**src/rtl/pps_gen_pkg.sv**
```systemverilog
package pps_gen_pkg;
  localparam int ADDR_W = 3;

  typedef enum logic [ADDR_W-1:0] {
    REG_CTRL = 3'd0,
    REG_TSEC = 3'd1,
    REG_TNS  = 3'd2,
    REG_IVAL = 3'd3,
    REG_WID  = 3'd4
  } reg_addr_e;

  localparam logic [3:0] CMD_START  = 4'h2;
  localparam logic [3:0] CMD_STOP   = 4'h5;
  localparam logic [1:0] MODE_PULSE = 2'd2;

  localparam int CTRL_CMD_LSB  = 0;
  localparam int CTRL_MODE_LSB = 4;
  localparam int CTRL_EN_BIT   = 8;
endpackage

```
**src/rtl/pps_regs.sv**
```systemverilog
module pps_regs
  import pps_gen_pkg::*;
#(
  parameter int DATA_W = 32,
  parameter int SEC_W  = 32,
  parameter int NS_W   = 30,
  parameter int CNT_W  = 32
) (
  input  logic              clk,
  input  logic              rst_n,
  input  logic              wr_en,
  input  logic [ADDR_W-1:0] wr_addr,
  input  logic [DATA_W-1:0] wr_data,
  input  logic [ADDR_W-1:0] rd_addr,
  output logic [DATA_W-1:0] rd_data,
  input  logic              match,
  output logic [SEC_W-1:0]  tsec_o,
  output logic [NS_W-1:0]   tns_o,
  output logic [CNT_W-1:0]  ival_o,
  output logic [CNT_W-1:0]  wid_o,
  output logic              start_cmd,
  output logic              stop_cmd
);
  localparam int BUSY_BIT = DATA_W - 1;

  logic [SEC_W-1:0] tsec_q, tsec_d;
  logic [NS_W-1:0]  tns_q, tns_d;
  logic [CNT_W-1:0] ival_q, ival_d;
  logic [CNT_W-1:0] wid_q, wid_d;
  logic [1:0]       mode_q, mode_d;
  logic             en_q, en_d;
  logic             busy_q, busy_d;

  logic       ctrl_wr, tsec_wr, tns_wr, ival_wr, wid_wr;
  logic [3:0] cmd_w;
  logic [1:0] mode_w;
  logic       en_w;

  assign ctrl_wr = wr_en && (wr_addr == REG_CTRL);
  assign tsec_wr = wr_en && (wr_addr == REG_TSEC) && !busy_q;
  assign tns_wr  = wr_en && (wr_addr == REG_TNS)  && !busy_q;
  assign ival_wr = wr_en && (wr_addr == REG_IVAL);
  assign wid_wr  = wr_en && (wr_addr == REG_WID);

  assign cmd_w  = wr_data[CTRL_CMD_LSB +: 4];
  assign mode_w = wr_data[CTRL_MODE_LSB +: 2];
  assign en_w   = wr_data[CTRL_EN_BIT];

  assign start_cmd = ctrl_wr && (cmd_w == CMD_START) && en_w && (mode_w == MODE_PULSE);
  assign stop_cmd  = ctrl_wr && (cmd_w == CMD_STOP);

  always_comb begin
    tsec_d = tsec_q;
    tns_d  = tns_q;
    ival_d = ival_q;
    wid_d  = wid_q;
    mode_d = mode_q;
    en_d   = en_q;
    busy_d = busy_q;
    if (ctrl_wr) begin
      mode_d = mode_w;
      en_d   = en_w;
    end
    if (tsec_wr) tsec_d = wr_data[SEC_W-1:0];
    if (tns_wr)  tns_d  = wr_data[NS_W-1:0];
    if (ival_wr) ival_d = wr_data[CNT_W-1:0];
    if (wid_wr)  wid_d  = wr_data[CNT_W-1:0];
    if (tns_wr)                  busy_d = 1'b1;
    else if (stop_cmd || match)  busy_d = 1'b0;
  end

  always_ff @(posedge clk or negedge rst_n) begin
    if (!rst_n) begin
      tsec_q <= '0;
      tns_q  <= '0;
      ival_q <= '0;
      wid_q  <= '0;
      mode_q <= '0;
      en_q   <= 1'b0;
      busy_q <= 1'b0;
    end else begin
      if (tsec_wr) tsec_q <= tsec_d;
      if (tns_wr)  tns_q  <= tns_d;
      if (ival_wr) ival_q <= ival_d;
      if (wid_wr)  wid_q  <= wid_d;
      if (ctrl_wr) begin
        mode_q <= mode_d;
        en_q   <= en_d;
      end
      busy_q <= busy_d;
    end
  end

  always_comb begin
    rd_data = '0;
    case (rd_addr)
      REG_CTRL: begin
        rd_data[CTRL_MODE_LSB +: 2] = mode_q;
        rd_data[CTRL_EN_BIT]        = en_q;
      end
      REG_TSEC: rd_data[SEC_W-1:0] = tsec_q;
      REG_TNS: begin
        rd_data[NS_W-1:0] = tns_q;
        rd_data[BUSY_BIT] = busy_q;
      end
      REG_IVAL: rd_data[CNT_W-1:0] = ival_q;
      REG_WID:  rd_data[CNT_W-1:0] = wid_q;
      default:  rd_data = '0;
    endcase
  end

  assign tsec_o = tsec_q;
  assign tns_o  = tns_q;
  assign ival_o = ival_q;
  assign wid_o  = wid_q;

  assert_busy_set_R2: assert property (@(posedge clk) disable iff (!rst_n)
    (wr_en && wr_addr == REG_TNS && !busy_q) |=> busy_q);
  assert_tgt_hold_R3: assert property (@(posedge clk) disable iff (!rst_n)
    (wr_en && (wr_addr == REG_TNS || wr_addr == REG_TSEC) && busy_q)
      |=> ($stable(tns_q) && $stable(tsec_q)));
endmodule

```
**src/rtl/pps_trigger.sv**
```systemverilog
module pps_trigger #(
  parameter int SEC_W = 32,
  parameter int NS_W  = 30
) (
  input  logic             clk,
  input  logic             rst_n,
  input  logic [SEC_W-1:0] sys_sec,
  input  logic [NS_W-1:0]  sys_ns,
  input  logic [SEC_W-1:0] tsec,
  input  logic [NS_W-1:0]  tns,
  input  logic             start_cmd,
  input  logic             stop_cmd,
  output logic             match
);
  logic armed_q, armed_d;
  logic reached;

  assign reached = (sys_sec > tsec) || ((sys_sec == tsec) && (sys_ns >= tns));
  assign match   = armed_q && reached;

  always_comb begin
    armed_d = armed_q;
    if (start_cmd)                armed_d = 1'b1;
    else if (stop_cmd || match)   armed_d = 1'b0;
  end

  always_ff @(posedge clk or negedge rst_n) begin
    if (!rst_n) armed_q <= 1'b0;
    else        armed_q <= armed_d;
  end

  assert_stop_cancels_R8: assert property (@(posedge clk) disable iff (!rst_n)
    (stop_cmd && !start_cmd) |=> !match);
endmodule

```
**src/rtl/pps_train.sv**
```systemverilog
module pps_train #(
  parameter int CNT_W = 32
) (
  input  logic             clk,
  input  logic             rst_n,
  input  logic             start,
  input  logic             stop_cmd,
  input  logic             tick,
  input  logic [CNT_W-1:0] ival_in,
  input  logic [CNT_W-1:0] wid_in,
  output logic             pulse
);
  logic             run_q, run_d;
  logic             stop_q, stop_d;
  logic [CNT_W-1:0] cnt_q, cnt_d;
  logic [CNT_W-1:0] ival_q, ival_d;
  logic [CNT_W-1:0] wid_q, wid_d;
  logic             at_end;

  assign at_end = (cnt_q == ival_q);

  always_comb begin
    run_d  = run_q;
    stop_d = stop_q;
    cnt_d  = cnt_q;
    ival_d = ival_q;
    wid_d  = wid_q;
    if (start) begin
      run_d  = 1'b1;
      stop_d = 1'b0;
      cnt_d  = '0;
      ival_d = ival_in;
      wid_d  = wid_in;
    end else if (run_q) begin
      if (stop_cmd) stop_d = 1'b1;
      if (tick) begin
        if (at_end) begin
          cnt_d = '0;
          if (stop_q || stop_cmd) begin
            run_d  = 1'b0;
            stop_d = 1'b0;
          end
        end else begin
          cnt_d = cnt_q + 1'b1;
        end
      end
    end
  end

  always_ff @(posedge clk or negedge rst_n) begin
    if (!rst_n) begin
      run_q  <= 1'b0;
      stop_q <= 1'b0;
      cnt_q  <= '0;
      ival_q <= '0;
      wid_q  <= '0;
    end else begin
      run_q  <= run_d;
      stop_q <= stop_d;
      cnt_q  <= cnt_d;
      if (start) begin
        ival_q <= ival_d;
        wid_q  <= wid_d;
      end
    end
  end

  assign pulse = run_q && (cnt_q <= wid_q);

  assert_cnt_bound_R6: assert property (@(posedge clk) disable iff (!rst_n)
    run_q |-> (cnt_q <= ival_q));
  assert_stop_boundary_R7: assert property (@(posedge clk) disable iff (!rst_n)
    $fell(run_q) |-> $past(tick && at_end));
endmodule

```
**src/rtl/pps_pulse_gen.sv**
```systemverilog
module pps_pulse_gen
  import pps_gen_pkg::*;
#(
  parameter int DATA_W = 32,
  parameter int SEC_W  = 32,
  parameter int NS_W   = 30,
  parameter int CNT_W  = 32
) (
  input  logic              clk,
  input  logic              rst_n,
  input  logic [SEC_W-1:0]  sys_sec,
  input  logic [NS_W-1:0]   sys_ns,
  input  logic              tick,
  input  logic              wr_en,
  input  logic [2:0]        wr_addr,
  input  logic [DATA_W-1:0] wr_data,
  input  logic [2:0]        rd_addr,
  output logic [DATA_W-1:0] rd_data,
  output logic              pulse_out
);
  logic rst_meta_q, rst_sync_n;
  logic [SEC_W-1:0] tsec;
  logic [NS_W-1:0]  tns;
  logic [CNT_W-1:0] ival, wid;
  logic start_cmd, stop_cmd, match;

  always_ff @(posedge clk or negedge rst_n) begin
    if (!rst_n) begin
      rst_meta_q <= 1'b0;
      rst_sync_n <= 1'b0;
    end else begin
      rst_meta_q <= 1'b1;
      rst_sync_n <= rst_meta_q;
    end
  end

  pps_regs #(.DATA_W(DATA_W), .SEC_W(SEC_W), .NS_W(NS_W), .CNT_W(CNT_W)) u_regs (
    .clk(clk), .rst_n(rst_sync_n),
    .wr_en(wr_en), .wr_addr(wr_addr), .wr_data(wr_data),
    .rd_addr(rd_addr), .rd_data(rd_data),
    .match(match),
    .tsec_o(tsec), .tns_o(tns), .ival_o(ival), .wid_o(wid),
    .start_cmd(start_cmd), .stop_cmd(stop_cmd)
  );

  pps_trigger #(.SEC_W(SEC_W), .NS_W(NS_W)) u_trigger (
    .clk(clk), .rst_n(rst_sync_n),
    .sys_sec(sys_sec), .sys_ns(sys_ns),
    .tsec(tsec), .tns(tns),
    .start_cmd(start_cmd), .stop_cmd(stop_cmd),
    .match(match)
  );

  pps_train #(.CNT_W(CNT_W)) u_train (
    .clk(clk), .rst_n(rst_sync_n),
    .start(match), .stop_cmd(stop_cmd), .tick(tick),
    .ival_in(ival), .wid_in(wid),
    .pulse(pulse_out)
  );

  assert_idle_low_R1: assert property (@(posedge clk) disable iff (!rst_sync_n)
    $rose(rst_sync_n) |-> !pulse_out);
endmodule

```
**config.mk**
```make
export PLATFORM = sky130hd
export DESIGN_NAME = pps_pulse_gen
export DESIGN_NICKNAME = d
export VERILOG_FILES = /design/src/rtl/pps_gen_pkg.sv /design/src/rtl/pps_regs.sv /design/src/rtl/pps_trigger.sv /design/src/rtl/pps_train.sv /design/src/rtl/pps_pulse_gen.sv
export SDC_FILE = /design/constraint.sdc
export NUM_CORES = 1
export LEC_CHECK = 0
export BUFFER_PORTS_ARGS = -buffer_cell sky130_fd_sc_hd__buf_2
export CORE_ASPECT_RATIO = 1.5
export CORE_UTILIZATION = 40
export CTS_CLUSTER_SIZE = 40
export DETAILED_ROUTE_END_ITERATION = 7
export SYNTH_ARGS = -nofsm -noshare
export SYNTH_HDL_FRONTEND = slang
export SYNTH_HIERARCHICAL = 1
export SYNTH_SLANG_ARGS = --single-unit
export TNS_END_PERCENT = 50
```
**constraint.sdc**
```tcl
create_clock -name clk -period 7.8 [get_ports clk]
set_input_delay 0.39 -clock clk [delete_from_list [all_inputs] [get_ports clk]]
set_output_delay 0.39 -clock clk [all_outputs]
set_load 0.03 [all_outputs]
```
==> flow_metrics.env <==
export IMPL_cts_root_buffer="clkbuf_16"
export IMPL_synth_nets=1360
export IMPL_fin_skew_ps=7.66
export IMPL_drive_above_1_share=0.287
export IMPL_drt_initial_drc_count=462
export IMPL_grt_max_degree=69
export IMPL_power_leakage_nw=7.07
export IMPL_cp_slowest_stage_delay_ps=630
export IMPL_required_ps=8180
export IMPL_power_frac_clock=0.325
export IMPL_grt_pass1_vias=9836
export IMPL_status="finished, final reports clean"
export IMPL_ys_flop_type="dfrtp_1"
export IMPL_syn2layout_area_growth_pct=14.2
export IMPL_crit_path_cell_trace="inv_1, ha_1, nand2_1, nor4_1, buf_4, nand2_2, o211ai_1, o211a_4, a21oi_1, buf_4, nor4_2, nand3_1, nor2_1, xnor2_1, nor2_1"
export IMPL_min_path_type="in -> reg"
export IMPL_die_h_um=222
export IMPL_synthXorXnorAreaFrac=0.0334
export IMPL_antenna_found_initial=0
export IMPL_synthesis_area_um2=12900
export IMPL_finalSetupTns_ps=0
export IMPL_async_reset_ff_frac=1.00
export IMPL_tightest_slew_ps=1150
export IMPL_cp_startpoint="u_regs/tsec_o[11]"
export IMPL_setup_viol=0
export IMPL_drt_wl_total_um=35700
export IMPL_place_hpwl_um=26400
export IMPL_yosysTopAreaCellShare=0.449
export IMPL_critPathMaxFanout=56
export IMPL_synth_top_cell_by_area="dfrtp_1"
export IMPL_r2r_slack_ps=3260
export IMPL_maxCapViolCount=0
export IMPL_max_freq_mhz=220
export IMPL_crit_type="reg -> reg"
export IMPL_drt_vias_per_instance=5.49
export IMPL_core_area_um2=31700
export IMPL_clk_latency_ps=520
export IMPL_postRouteAntennaNets=0
export IMPL_cp_start_kind="flip-flop"
export IMPL_power_density_nw_per_um2=247
export IMPL_r2r_cells=15
export IMPL_path_clk_slew_ps=60
export IMPL_grt_first_pass_wirelength_um=56500
export IMPL_synth_top_family_by_area="multiplexers"
export IMPL_rows=80
export IMPL_r2r_end="u_train/cnt_q[16]"
export IMPL_grt_util_all_layers=0.224
export IMPL_min_period_ps=4540
export IMPL_synthSimpleGateAreaFrac=0.102
export IMPL_yosys_mux_area_fraction=0.167
export IMPL_final_hold_violation_count=0
export IMPL_synth_common_cells="dfrtp_1 (231), mux2_2 (159), inv_1 (102)"
export IMPL_netSwitchingFraction=0.312
export IMPL_grt_overflow=0
export IMPL_routabilityCongestion=0.872
export IMPL_numPortBuffers=136
export IMPL_synth_fa_ha_area_frac=0.0924
export IMPL_ir_worst_vdd_uv=198
export IMPL_rsz0062_at_grt="no"
export IMPL_clkSinkCount=231
export IMPL_p_sw_w=0.00114
export IMPL_initial_core_util=0.406
export IMPL_power_frac_comb=0.236
export IMPL_p_int_w=0.00250
export IMPL_crit_end="u_train/cnt_q[16]"
export IMPL_cts_made_buffers=24
export IMPL_max_slew_margin_rel=0.226
export IMPL_r2r_start="u_regs/tsec_o[11]"
export IMPL_netlist_instances=1161
export IMPL_pin_count=137
export IMPL_drc=0
export IMPL_holdWs_ps=142
export IMPL_fin_util=0.463
export IMPL_synthDistinctLibCells=68
export IMPL_h_tree_depth=1
export IMPL_synth_edf_count=0
export IMPL_yosysMostFrequentCell="dfrtp_1"
export IMPL_synth_seq_cells=231
export IMPL_ys_seq_area_frac=0.449
export IMPL_synth_compound_area_share=0.104
export IMPL_cts_tree="done"
export IMPL_cp_slowest_cell="o211a_4"
export IMPL_ctsLongestPathBuffers=3
export IMPL_end_kind="flip-flop"
export IMPL_firstDrtPassIters=5
export IMPL_die_x_um=148
export IMPL_ys_warn_count=6
export IMPL_num_nets_final=1485
export IMPL_fillerInstances=2984
export IMPL_dr_total_vias=9394
export IMPL_seqPwrFrac=0.439
export IMPL_yosys_top_cells_area="dfrtp_1 (45%), mux2_2 (14%), ha_1 (9.2%)"
export IMPL_maxSlewViolCount=0
export IMPL_min_period_over_period=0.582
export IMPL_dieArea_um2=32900
export IMPL_arrival_ps=4910
export IMPL_antenna_cells=0
export IMPL_syn_area_per_cell_um2=11.1
export IMPL_cts_resized=0
export IMPL_wl_per_cell_um=20.9
## state kept, by name, summed over array words and instances, names as in the netlist
name and flops:
rst_meta_q 1, u_train/stop_q 1, u_regs/en_q 1, u_regs/busy_q 1, u_regs/mode_q 2, u_regs/tsec_o 32, u_train/wid_q 32, u_train/ival_q 32
u_train/cnt_q 32, u_regs/ival_o 32, u_regs/tns_o 30, u_trigger/armed_q 1, u_regs/wid_o 32, rst_sync_n 1, u_train/run_q 1
## how the worst min path moves through the flow
stage                              endpoint  cells past startpoint   startpoint
after floorplan                  rst_meta_q                      0        rst_n
after global placement           rst_meta_q                      1        rst_n
after detailed placement         rst_meta_q                      1        rst_n
after CTS                  u_train/cnt_q[9]                      2         tick
after global routing      u_regs/ival_o[23]                      2  wr_data[23]
final                      u_train/cnt_q[9]                      2         tick
## layout by cell type, fill, tap and decap left out, types with 3 or more instances in the layout
cell type | netlist | routed
o21ai_0 | 52 | 52
clkbuf_16 | 0 | 25
bufinv_16 | 0 | 3
a21o_1 | 9 | 9
a32oi_1 | 8 | 8
buf_4 | 3 | 12
o31ai_1 | 8 | 8
xnor2_1 | 40 | 40
nand2_1 | 74 | 74
and3_1 | 7 | 7
xor2_1 | 9 | 9
nand2b_1 | 8 | 8
mux2_1 | 3 | 3
clkbuf_8 | 0 | 3
inv_1 | 102 | 102
a22oi_1 | 32 | 32
o22ai_1 | 29 | 29
dfrtp_1 | 231 | 230
nor4_1 | 7 | 7
mux2i_1 | 33 | 33
nand3_1 | 18 | 18
and2_1 | 3 | 3
nor2b_1 | 15 | 13
and4_1 | 7 | 7
clkinv_2 | 0 | 5
mux2_2 | 159 | 159
ha_1 | 95 | 95
a211oi_1 | 7 | 7
a21oi_1 | 38 | 38
nor3_1 | 8 | 8
nor2_1 | 31 | 31
buf_2 | 21 | 136
clkbuf_1 | 16 | 3
nor4bb_1 | 3 | 3
a31o_2 | 3 | 3
o211ai_1 | 3 | 3
nand4_1 | 29 | 29
## logic make-up after synthesis
logic type / after synthesis
buf+inv: 152
compound gates: 207
fa+ha+maj: 95
flops: 231
other cells: 1
xor+xnor: 49
mux: 195
simple gates: 231
## through the flow
step / total power [W] / instance area (µm²) / worst slack [ps] / instances
4_1_cts: 0.00367 / 14700 / 3210 / 1710
3_5_place_dp: 0.00247 / 13900 / 3150 / 1669
6_report: 0.00364 / 14700 / 3260 / 1710
5_1_grt: 0.00383 / 14700 / 2990 / 1710
2_1_floorplan: 0.00216 / 12900 / 886 / 1161
3_3_place_gp: 0.00245 / 13900 / 3230 / 1669
## per-layer routing
metal / vias up / track usage / wire length [µm]
met5: - / 0 / 0
met2: 205 / 0.392 / 18500
met4: 0 / 0.0888 / 1300
li1: 4412 / - / -
met1: 4710 / 0.279 / 14700
met3: 67 / 0.0220 / 1110
## power groups by stage
stage	clock (W)	combinational (W)	sequential, W
finish	0.00118	0.000858	0.00160
global route	0.00126	0.000951	0.00162
CTS	0.00121	0.000863	0.00160
detailed placement	0	0.000857	0.00162
global placement	0	0.000836	0.00161
floorplan	0	0.000610	0.00155
## timing repair
action                                 CTS  global route
hold buffers                             1             0
setup buffers                            0             0
endpoints found under the hold margin    2             0
## worst max-delay path, delay by kind of cell, from the launching register on
family                     cells  cell delay [ps]
buffers and inverters          3              560
adders and majority gates      1              300
AOI/OAI and AO/OA              3             1380
and+or+nand+nor                7             1610
xor gates and xnor gates       1              130
DFF                            1              380
## area by class of cell
class | instances | area [µm²] | share of cell area
inverters | 102 | 383 | 0.0260
repair buffers | 149 | 781 | 0.0531
well taps | 410 | 513 | 0.0349
clock buffers | 31 | 678 | 0.0461
multi-input cells | 778 | 6440 | 0.438
clock inverters | 9 | 123 | 0.00834
flip-flops and latches | 231 | 5780 | 0.393
Note: power is estimated with default switching activity, not from simulation.
